## src/rtl/gfinv_pkg.sv

```systemverilog
package gfinv_pkg;
  localparam int unsigned MAX_DEG = 64;
  typedef enum logic [1:0] {ST_IDLE, ST_RUN, ST_DONE} st_e;
endpackage

```

## src/rtl/gfinv_halve.sv

```systemverilog
// Divides a Bezout coefficient by x modulo f: adds f first when odd.
module gfinv_halve #(
  parameter int PW = 65
) (
  input  logic [PW-1:0] g_i,
  input  logic [PW-1:0] f_i,
  output logic [PW-1:0] h_o
);
  logic [PW-1:0] adj;
  always_comb begin
    adj = g_i[0] ? (g_i ^ f_i) : g_i;
    h_o = adj >> 1;
  end
endmodule

```

## src/rtl/gfinv_step.sv

```systemverilog
// One iteration of the binary polynomial extended-Euclid reduction.
module gfinv_step #(
  parameter int PW = 65
) (
  input  logic [PW-1:0] u_i,
  input  logic [PW-1:0] v_i,
  input  logic [PW-1:0] g1_i,
  input  logic [PW-1:0] g2_i,
  input  logic [PW-1:0] f_i,
  output logic [PW-1:0] u_o,
  output logic [PW-1:0] v_o,
  output logic [PW-1:0] g1_o,
  output logic [PW-1:0] g2_o
);
  logic [PW-1:0] g1_half, g2_half;

  gfinv_halve #(.PW(PW)) u_h1 (.g_i(g1_i), .f_i(f_i), .h_o(g1_half));
  gfinv_halve #(.PW(PW)) u_h2 (.g_i(g2_i), .f_i(f_i), .h_o(g2_half));

  always_comb begin
    u_o  = u_i;
    v_o  = v_i;
    g1_o = g1_i;
    g2_o = g2_i;
    if (!u_i[0]) begin
      u_o  = u_i >> 1;
      g1_o = g1_half;
    end else if (!v_i[0]) begin
      v_o  = v_i >> 1;
      g2_o = g2_half;
    end else if (u_i > v_i) begin
      // numeric order implies degree order when degrees differ
      u_o  = u_i ^ v_i;
      g1_o = g1_i ^ g2_i;
    end else begin
      v_o  = v_i ^ u_i;
      g2_o = g2_i ^ g1_i;
    end
  end
endmodule

```

## src/rtl/gfinv_mask.sv

```systemverilog
// Builds a mask of the bits strictly below the field degree.
module gfinv_mask #(
  parameter int W  = 64,
  parameter int DW = 7
) (
  input  logic [DW-1:0] deg_i,
  output logic [W-1:0]  mask_o
);
  for (genvar i = 0; i < W; i++) begin : g_bit
    assign mask_o[i] = (32'(deg_i) > i);
  end
endmodule

```

## src/rtl/gfinv_fsm.sv

```systemverilog
module gfinv_fsm (
  input  logic              clk,
  input  logic              rst_n,
  input  logic              start_i,
  input  logic              zero_i,
  input  logic              fin_i,
  output gfinv_pkg::st_e    state_o,
  output logic              accept_o
);
  import gfinv_pkg::*;
  st_e state_q, state_d;

  always_comb begin
    state_d  = state_q;
    accept_o = 1'b0;
    case (state_q)
      ST_IDLE: if (start_i) begin
        accept_o = 1'b1;
        state_d  = zero_i ? ST_DONE : ST_RUN;
      end
      ST_RUN:  if (fin_i) state_d = ST_DONE;
      ST_DONE: state_d = ST_IDLE;
      default: state_d = ST_IDLE;
    endcase
  end

  always_ff @(posedge clk or negedge rst_n) begin
    if (!rst_n) state_q <= ST_IDLE;
    else        state_q <= state_d;
  end

  assign state_o = state_q;
endmodule

```

## src/rtl/gfinv.sv

```systemverilog
module gfinv #(
  parameter int W  = gfinv_pkg::MAX_DEG,
  parameter int PW = W + 1,
  parameter int DW = $clog2(W + 1)
) (
  input  logic          clk,
  input  logic          rst_n,
  input  logic          start_i,
  input  logic [W-1:0]  operand_i,
  input  logic [W:0]    poly_i,
  input  logic [DW-1:0] degree_i,
  output logic          busy_o,
  output logic          done_o,
  output logic [W-1:0]  result_o
);
  import gfinv_pkg::*;

  logic [PW-1:0] u_q, v_q, g1_q, g2_q, f_q;
  logic [PW-1:0] u_d, v_d, g1_d, g2_d;
  logic [DW-1:0] deg_q;
  logic          zero_q;
  logic [W-1:0]  res_q, mask;
  logic [PW-1:0] pick;
  logic          fin_u, fin_v, fin, accept, op_zero, step_en, fin_en;
  st_e           state;

  assign op_zero = (operand_i == '0);
  assign fin_u   = (u_q == PW'(1));
  assign fin_v   = (v_q == PW'(1));
  assign fin     = fin_u | fin_v;
  assign pick    = fin_u ? g1_q : g2_q;

  gfinv_fsm u_fsm (
    .clk(clk), .rst_n(rst_n), .start_i(start_i), .zero_i(op_zero),
    .fin_i(fin), .state_o(state), .accept_o(accept)
  );

  gfinv_step #(.PW(PW)) u_step (
    .u_i(u_q), .v_i(v_q), .g1_i(g1_q), .g2_i(g2_q), .f_i(f_q),
    .u_o(u_d), .v_o(v_d), .g1_o(g1_d), .g2_o(g2_d)
  );

  gfinv_mask #(.W(W), .DW(DW)) u_mask (.deg_i(deg_q), .mask_o(mask));

  assign step_en = (state == ST_RUN) && !fin;
  assign fin_en  = (state == ST_RUN) && fin;

  always_ff @(posedge clk or negedge rst_n) begin
    if (!rst_n) begin
      u_q    <= '0;
      v_q    <= '0;
      g1_q   <= '0;
      g2_q   <= '0;
      f_q    <= '0;
      deg_q  <= '0;
      zero_q <= 1'b0;
      res_q  <= '0;
    end else begin
      if (accept) begin
        u_q    <= {1'b0, operand_i};
        v_q    <= poly_i;
        g1_q   <= PW'(1);
        g2_q   <= '0;
        f_q    <= poly_i;
        deg_q  <= degree_i;
        zero_q <= op_zero;
        if (op_zero) res_q <= '0;
      end
      if (step_en) begin
        u_q  <= u_d;
        v_q  <= v_d;
        g1_q <= g1_d;
        g2_q <= g2_d;
      end
      if (fin_en) res_q <= pick[W-1:0] & mask;
    end
  end

  assign busy_o   = (state != ST_IDLE);
  assign done_o   = (state == ST_DONE);
  assign result_o = res_q;
endmodule

```

## config.mk

```make
export PLATFORM = sky130hd
export DESIGN_NAME = gfinv
export DESIGN_NICKNAME = d
export VERILOG_FILES = /design/src/rtl/gfinv_pkg.sv /design/src/rtl/gfinv_halve.sv /design/src/rtl/gfinv_step.sv /design/src/rtl/gfinv_mask.sv /design/src/rtl/gfinv_fsm.sv /design/src/rtl/gfinv.sv
export SDC_FILE = /design/constraint.sdc
export NUM_CORES = 1
export LEC_CHECK = 0
export ABC_AREA = 0
export BUFFER_PORTS_ARGS = -buffer_cell sky130_fd_sc_hd__buf_4
export CAP_MARGIN = 15
export CELL_PAD_IN_SITES_DETAIL_PLACEMENT = 1
export CELL_PAD_IN_SITES_GLOBAL_PLACEMENT = 2
export CORE_MARGIN = 1
export CORE_UTILIZATION = 27
export CTS_BUF_LIST = sky130_fd_sc_hd__clkbuf_8
export DETAILED_ROUTE_END_ITERATION = 16
export PLACE_DENSITY = 0.62
export SLEW_MARGIN = 20
export SYNTH_ARGS = -nofsm -noshare
export SYNTH_HDL_FRONTEND = slang
export SYNTH_HIERARCHICAL = 1
export SYNTH_SLANG_ARGS = --single-unit
export TNS_END_PERCENT = 1
```

## constraint.sdc

```tcl
create_clock -name clk -period 3.2 [get_ports clk]
set_input_delay 0.16 -clock clk [delete_from_list [all_inputs] [get_ports clk]]
set_output_delay 0.16 -clock clk [all_outputs]
set_load 0.1 [all_outputs]
```

==> results.cfg <==
[status]
status = finished, violations left
violations = negative setup slack

[clock_network]
tritoncts = built
cts_sinks = 397
cts.htree.levels = 3
cts-root-buf = clkbuf_8
clockBufferDepth = 3
cts_buffers = 85
clkSlewWorstSetupHoldPaths_ns = 0.07
clk_latency_ns = 0.75

[place]
routabilityCongestion = 0.799
dpl.hpwl_mm = 95.7
preCtsSetupSlack_ns = -0.307
port_buffers = 204

[floorplanning]
dieArea_um2 = 116000
design.core.area_um2 = 113000
placement_rows = 123
ioPinCount = 205
die_y_um = 340
initial_core_util = 0.274
die_w_um = 340

[route]
drt-total-wl_mm = 140
drcViolationCount = 0
vias = 30500
via_per_inst = 5.34
detail-route-antenna-nets = 0
wl_per_cell_um = 24.5
detail_route.iter0.violations = 2042
dr.pass1.iters = 5

[global_routing]
gr-total-overflow = 0
grt_pass1_wl_mm = 209
grt_max_degree = 136
gr-usage-all-layers = 0.235
grt_pass1_vias = 31400
antenna_found_initial = 2

[sta]
rsz0062_at_grt = true
slew_violations = 0
fin_crit_ns = 3.35
fin_crit_sh = 1.05
setup_slack_ns = -0.150
fmax_mhz = 299
finalClockSkew_ns = 0.0460
max-slew-margin-rel = 0.278
hold_viol = 0
tightest_slew_ns = 1.08
setup_viol = 170
hold_slack_ns = 0.0330

[power_and_ir_drop]
power_per_cell_area_nw_per_um2 = 1270
power.total_mw = 52.4
p_int_mw = 28.8
p_leak_nw = 17.4
swShare = 0.450
power.switching_mw = 23.6
peakVddDrop_uv = 1050
power_frac_seq = 0.200
pwr-share-clk = 0.114
power_frac_comb = 0.686

[setup_path]
path_max_fanout = 8
critPathRequiredTime_ns = 3.80
rr_startpoint = v_q[28]
cp-startpoint = v_q[28]
worstPathArrival_ns = 3.95
start_kind = flop
r2r-end = v_q[47]
path_class = flop to flop
end_kind = flop
rrSetupSlack_ns = -0.15
ff2ff_path_depth = 15

[run]
max_cap_violations = 0

[synth]
synth_nets = 3794
synthCells = 3590
syn_area_um2 = 30900
yosysWarnings = 6
synth.avg_cell_area_um2 = 8.61

[final_layout]
multi_input_area_um2 = 19600
area_growth_pct = 34.0
layout-drive-gt1-share = 0.270
seq_area_um2 = 9960
fillers = 13200
fin_nets = 4353

[worst_hold_path]
hold_class = input port to async pin
## area by class of cell
cell class	instances	area share
multi-input cells	2617	0.472
flip-flops and latches	397	0.240
repair buffers	773	0.175
well taps	1500	0.0453
clock buffers	101	0.0335
inverters	275	0.0249
clock inverters	52	0.00854
diodes	4	0.000242
## timing repair
item | CTS | global route
gates cloned | 4 | 7
resized for setup | 107 | 177
endpoints found under the hold margin | 563 | 0
setup endpoints to repair | 256 | 302
buffers inserted | 11 | 23
pin swaps | 17 | 56
hold buffers | 139 | 0
## how the worst max path moves through the flow
stage,depth (start not counted),slack (ns),end
global route,15,-0.27,g1_q[0]
CTS,13,-0.21,v_q[49]
global placement,12,-0.21,v_q[45]
floorplan,12,0.06,v_q[61]
finish,15,-0.15,v_q[47]
detailed placement,12,-0.31,v_q[57]
## worst max-delay path: stages, from the launching register on
cell,delay (ns)
dfrtp_1,0.39
inv_1,0.10
ha_1,0.30
nand4_1,0.15
nor4_2,0.29
buf_4,0.17
nand4_1,0.18
buf_4,0.21
nor3_4,0.15
nor2_2,0.09
a21oi_4,0.17
buf_6,0.13
buf_8,0.12
buf_12,0.15
mux2_4,0.31
mux2_4,0.27
## state kept, by name (all words and copies together), names as in the netlist
name and cells:
deg_q 7, f_q 64, g1_q 65, g2_q 65
result_o 64, u_fsm/state_o 2, u_q 65, v_q 65
## layer usage
layer / track usage / wire length, µm / share of wire
met5: 0 / 0 / 0
met3: 0.0286 / 5840 / 0.042
met2: 0.383 / 65800 / 0.47
met1: 0.325 / 65500 / 0.47
met4: 0.0614 / 2740 / 0.020
## through the flow
step,cells,TNS (ns),cell area (µm²),util
2_1_floorplan,3590,0,30900,-
3_3_place_gp,5378,-26.32,36400,0.323
3_5_place_dp,5378,-45.80,36400,0.323
4_1_cts,5685,-28.64,40300,0.356
5_1_grt,5717,-29.21,41400,0.367
6_report,5719,-8.57,41400,0.367
## power by group through the flow
stage | sequential, mW | combinational [mW] | clock [mW]
after CTS | 10.3 | 32.6 | 6.16
after global placement | 10.3 | 29.6 | 0
after floorplan | 9.45 | 19.3 | 0
after detailed placement | 10.4 | 30.2 | 0
after global routing | 10.9 | 38.8 | 6.37
final | 10.5 | 35.9 | 5.97
## cells in the final DEF, fill, tap and decap left out, drive strengths merged, types with 128 or more instances in the layout
cell / n
buf: 629
dfrtp: 397
mux2: 377
nand2: 373
inv: 310
o21ai: 241
nor2: 214
dlygate4sd3: 139
nor2b: 132
o211ai: 129
xnor2: 128
No activity file was read; power rests on OpenSTA's default activity.
